$ cat config.mk
export PLATFORM = sky130hd
export DESIGN_NAME = lai_regbank
export DESIGN_NICKNAME = d
export VERILOG_FILES = /design/src/rtl/lai_pkg.sv /design/src/rtl/lai_addr_dec.sv /design/src/rtl/lai_change_det.sv /design/src/rtl/lai_regbank.sv
export SDC_FILE = /design/constraint.sdc
export NUM_CORES = 1
export LEC_CHECK = 0
export ABC_AREA = 1
export BUFFER_PORTS_ARGS = -buffer_cell sky130_fd_sc_hd__buf_2
export CAP_MARGIN = 40
export CORE_ASPECT_RATIO = 1.5
export CORE_MARGIN = 5
export CORE_UTILIZATION = 48
export DETAILED_ROUTE_END_ITERATION = 8
export PLACE_DENSITY = 0.77
export SLEW_MARGIN = 5
export SYNTH_ARGS = -nofsm -noshare
export SYNTH_HDL_FRONTEND = slang
export SYNTH_SLANG_ARGS = --single-unit
$ cat constraint.sdc
create_clock -name clk -period 0.88 [get_ports clk]
set_clock_uncertainty 0.05 [all_clocks]
set_input_delay 0.044 -clock clk [delete_from_list [all_inputs] [get_ports clk]]
set_output_delay 0.044 -clock clk [all_outputs]
set_load 0.02 [all_outputs]
$ cat src/rtl/lai_pkg.sv
package lai_pkg;
    localparam int OFF_W  = 6;
    localparam int ADDR_W = OFF_W + 2;
    localparam int REG_W  = 8;
    localparam int N_LVL  = 4;

    localparam int B_LOS  = 0;
    localparam int B_AIS  = 2;
    localparam int B_SYNC = 3;
    localparam int B_DFMO = 5;
    localparam int B_OVF  = 6;
    localparam int B_UNF  = 7;

    localparam logic [REG_W-1:0] STICKY_BITS = 8'hC0;
    localparam logic [REG_W-1:0] CTRL_BITS   = 8'hED;

    localparam logic [OFF_W-1:0] OFF_CTRL  = 6'h13;
    localparam logic [OFF_W-1:0] OFF_EVT   = 6'h14;
    localparam logic [OFF_W-1:0] OFF_LIVE  = 6'h15;

    typedef enum logic [1:0] {SEL_NONE, SEL_CTRL, SEL_EVT, SEL_LIVE} lai_sel_e;

    typedef struct packed {
        logic [REG_W-1:0] flags;
        logic [REG_W-1:0] mask;
    } lai_state_t;
endpackage

$ cat src/rtl/lai_addr_dec.sv
module lai_addr_dec
    import lai_pkg::*;
(
    input  logic [OFF_W-1:0] off_i,
    output lai_sel_e         sel_o
);
    always_comb begin
        unique case (off_i)
            OFF_CTRL: sel_o = SEL_CTRL;
            OFF_EVT:  sel_o = SEL_EVT;
            OFF_LIVE: sel_o = SEL_LIVE;
            default:  sel_o = SEL_NONE;
        endcase
    end
endmodule

$ cat src/rtl/lai_change_det.sv
module lai_change_det #(
    parameter int N = 4
) (
    input  logic         clk,
    input  logic         rst_n,
    input  logic [N-1:0] level_i,
    output logic [N-1:0] changed_o
);
    for (genvar g = 0; g < N; g++) begin : g_bit
        logic prev_q;
        always_ff @(posedge clk or negedge rst_n) begin
            if (!rst_n) prev_q <= 1'b0;
            else        prev_q <= level_i[g];
        end
        assign changed_o[g] = level_i[g] ^ prev_q;
    end
endmodule

$ cat src/rtl/lai_regbank.sv
module lai_regbank
    import lai_pkg::*;
(
    input  logic              clk,
    input  logic              rst_n,
    input  logic [ADDR_W-1:0] bus_addr,
    input  logic              bus_wr,
    input  logic              bus_rd,
    input  logic [REG_W-1:0]  bus_wdata,
    output logic [REG_W-1:0]  bus_rdata,
    input  logic              los_i,
    input  logic              ais_i,
    input  logic              sync_i,
    input  logic              dfmo_i,
    input  logic              es_ovf_pulse_i,
    input  logic              es_unf_pulse_i,
    output logic              irq_o
);
    lai_state_t        st_d, st_q;
    lai_sel_e          sel;
    logic [N_LVL-1:0]  lvl, chg;
    logic [REG_W-1:0]  live_vec, set_vec, clr_vec, mask_next;
    logic [REG_W-1:0]  flags_q, mask_q;
    logic              unused_addr_bits;

    assign unused_addr_bits = ^{bus_addr[ADDR_W-1], bus_addr[0]};

    lai_addr_dec u_dec (
        .off_i (bus_addr[OFF_W:1]),
        .sel_o (sel)
    );

    assign lvl = {dfmo_i, sync_i, ais_i, los_i};

    lai_change_det #(.N(N_LVL)) u_chg (
        .clk       (clk),
        .rst_n     (rst_n),
        .level_i   (lvl),
        .changed_o (chg)
    );

    always_comb begin
        live_vec         = '0;
        live_vec[B_LOS]  = los_i;
        live_vec[B_AIS]  = ais_i;
        live_vec[B_SYNC] = sync_i;

        set_vec          = '0;
        set_vec[B_LOS]   = chg[0];
        set_vec[B_AIS]   = chg[1];
        set_vec[B_SYNC]  = chg[2];
        set_vec[B_DFMO]  = chg[3];
        set_vec[B_OVF]   = es_ovf_pulse_i;
        set_vec[B_UNF]   = es_unf_pulse_i;

        clr_vec = '0;
        if (bus_rd && sel == SEL_EVT) clr_vec = STICKY_BITS;

        mask_next = st_q.mask;
        if (bus_wr && sel == SEL_CTRL) mask_next = bus_wdata & CTRL_BITS;

        st_d       = st_q;
        st_d.mask  = mask_next;
        st_d.flags = ((st_q.flags & ~clr_vec) | set_vec) & ~mask_next & CTRL_BITS;
    end

    always_ff @(posedge clk or negedge rst_n) begin
        if (!rst_n) st_q <= '0;
        else        st_q <= st_d;
    end

    assign flags_q = st_q.flags;
    assign mask_q  = st_q.mask;

    always_comb begin
        unique case (sel)
            SEL_CTRL: bus_rdata = mask_q;
            SEL_EVT:  bus_rdata = flags_q;
            SEL_LIVE: bus_rdata = live_vec;
            default:  bus_rdata = '0;
        endcase
    end

    assign irq_o = |(flags_q & ~mask_q);
endmodule

==> out/metrics.yaml <==
placed_design:
  place_ws_ps: -263
  portBuffers: 30
  gp_congestion: 0.843
  dpl.hpwl_mm: 1.78
clock_tree:
  clockRootBuffer: "clkbuf_4"
  h-tree-depth: 1
  cts_tree: "done"
  cts_buffer_depth: 2
  clk_pin_slew_ps: 100
  clock_latency_ps: 310
  numCtsBuffers: 3
  cts_sinks: 18
min_path:
  min_to: "flags_q[2]"
  hold_depth: 4
  hp-start: "ais_i"
  hp-class: "input pin to flop"
synth:
  ys_ff_latch: 18
  yosysTopAreaCell: "dfrtp_1"
  synthDistinctLibCells: 19
  synth_nets: 148
  yosys_warnings: 0
  syn_inst: 122
  synth_top_area_share: 0.470
  synth_area_per_cell_um2: 7.86
  seq_area_frac_synth: 0.470
  synthTopCellsByArea: "dfrtp_1 47%, nand2_1 14%, inv_1 9.0%"
  syn_area_um2: 958
die:
  die_area_um2: 3010
  rows: 19
  die_h_um: 64.7
  die_x_um: 46.5
  core_area_um2: 1880
  start_util: 0.510
  ios: 35
setup_path:
  crit_type: "flop to output pin"
  startpoint_type: "flop"
  r2r_end: "flags_q[6]"
  worstRegToRegCells: 6
  critPathCaptureType: "output pin"
  rrSetupSlack_ps: -160
  r2r-start: "flags_q[6]"
  crit_required_ps: 790
  cp_max_fo: 2
  critical_path_arrival_ps: 1250
sta:
  rsz0062_at_grt: "true"
  setup_ws_ps: -460
  fin_crit_sh: 1.52
  final_max_slew_viol_count: 0
  tightestPinTransition_ps: 411
  relSlewSlack: 0.726
  setup_viol: 14
  min_period_ps: 1340
  fmax_ghz: 0.746
  finalHoldViolCount: 0
routing:
  dr.first_iter.drc_count: 22
  wire_per_inst_um: 14.7
  drtPass1Iterations: 4
  drt_wl_total_mm: 3.05
  vias: 1009
  viasPerCell: 4.85
  drc_errors: 0
  antenna_left: 0
power_and_ir_drop:
  power_mw: 2.30
  leakagePower_nw: 0.893
  max-vdd-ir-drop_mv: 1.06
  power_density_nw_per_um2: 1390
status:
  status: "complete, but fails checks"
  violations: "setup timing"
global_route:
  grt_usage: 0.209
  grt_pass1_wl_mm: 4.49
  grt_max_degree: 19
  grt_pass1_vias: 1030
  overflow: 0
  antenna_found_initial: 0
layout:
  final_common_cell: "buf_2"
  antenna_cells: 0
  register_area_um2: 450
  multi_input_area_um2: 528
  drive_gt1_frac: 0.545
  final_cell_mix: "21 x buf_2, 20 x buf_6, 18 x dfrtp_1"
  syn_to_final_growth_pct: 73.0
  fillers: 98
  layout.nets: 214
flow_run:
  max_cap_violations: 0
==> worst max path at each step <==
| stage | start | endpoint | cells after the start | slack [ps] |
|---|---|---|---|---|
| 6_report | flags_q[3] | irq_o | 5 | -460 |
| 5_1_grt | flags_q[3] | irq_o | 5 | -500 |
| 4_1_cts | flags_q[6] | irq_o | 3 | -430 |
| 3_5_place_dp | bus_addr[4] | bus_rdata[7] | 8 | -260 |
| 3_3_place_gp | bus_addr[4] | bus_rdata[6] | 8 | -220 |
| 2_1_floorplan | bus_addr[5] | bus_rdata[6] | 5 | -20 |
==> power by group <==
part	internal, mW	leakage, nW	switching (mW)
Sequential	0.939	0.209	0.0872
Combinational	0.391	0.663	0.349
Clock	0.253	0.0210	0.285
==> state kept, by name (all words and copies together), names as in the netlist <==
name                cells
mask_q                  8
u_chg.g_bit.prev_q      4
flags_q                 6
==> Yosys cell counts <==
master / n
nand3_1: 8
nor2_1: 15
nand4_1: 5
a221oi_1: 1
nand2_1: 35
buf_6: 2
dfrtp_1: 18
and2_1: 1
inv_1: 23
nor2_4: 1
a21oi_1: 1
nor3b_2: 1
nor2_2: 1
xor2_1: 4
o21ai_1: 2
nand4_4: 1
buf_2: 1
nand4_2: 1
o22ai_1: 1
==> what timing repair did <==
action | CTS | global route
pin swaps | 11 | 11
gates resized for setup | 35 | 39
endpoints found under the setup margin | 13 | 17
hold endpoints to repair | 29 | 0
buffers inserted | 4 | 3
hold buffers | 11 | 0
==> worst max-delay path, stage by stage, from the launching register on <==
cell	delay (ps)
dfrtp_1	410
inv_1	90
o22ai_2	90
a21oi_2	130
nand2_1	90
buf_6	140
==> through the flow <==
step | cells | util | setup TNS, ps | hold slack, ps | area, um2
finish | 208 | 0.883 | -3080 | 9.09 | 1660
global route | 208 | 0.883 | -3650 | 17.6 | 1660
CTS | 206 | 0.809 | -2710 | 9.43 | 1520
detailed placement | 187 | 0.661 | -2400 | -54.7 | 1240
global placement | 187 | 0.661 | -1760 | -60.8 | 1240
floorplan | 122 | - | -48.7 | -302 | 965
==> cells by family (layout without fill, tap and decap cells) <==
family,count (synthesis),in the layout,synth area share
compound gates,5,5,0.0313
xor+xnor,4,4,0.0365
buf+inv,26,91,0.119
flops,18,18,0.470
simple gates,69,69,0.343
==> per-layer routing <==
layer | vias to the layer above | routed length, um | global-route usage
li1 | 504 | - | -
met1 | 465 | 1200 | 0.263
met2 | 35 | 1630 | 0.334
met3 | 5 | 156 | 0.0305
met4 | 0 | 64 | 0.107
met5 | - | 0 | 0
==> final cells by class <==
cell class / instances / area share
Clock buffer: 4 / 0.0219
Multi-Input combinational cell: 78 / 0.318
Tap cell: 21 / 0.0158
Sequential cell: 18 / 0.272
Timing Repair Buffer: 64 / 0.320
Inverter: 23 / 0.0521
Note: power is estimated with default switching activity, not from simulation.
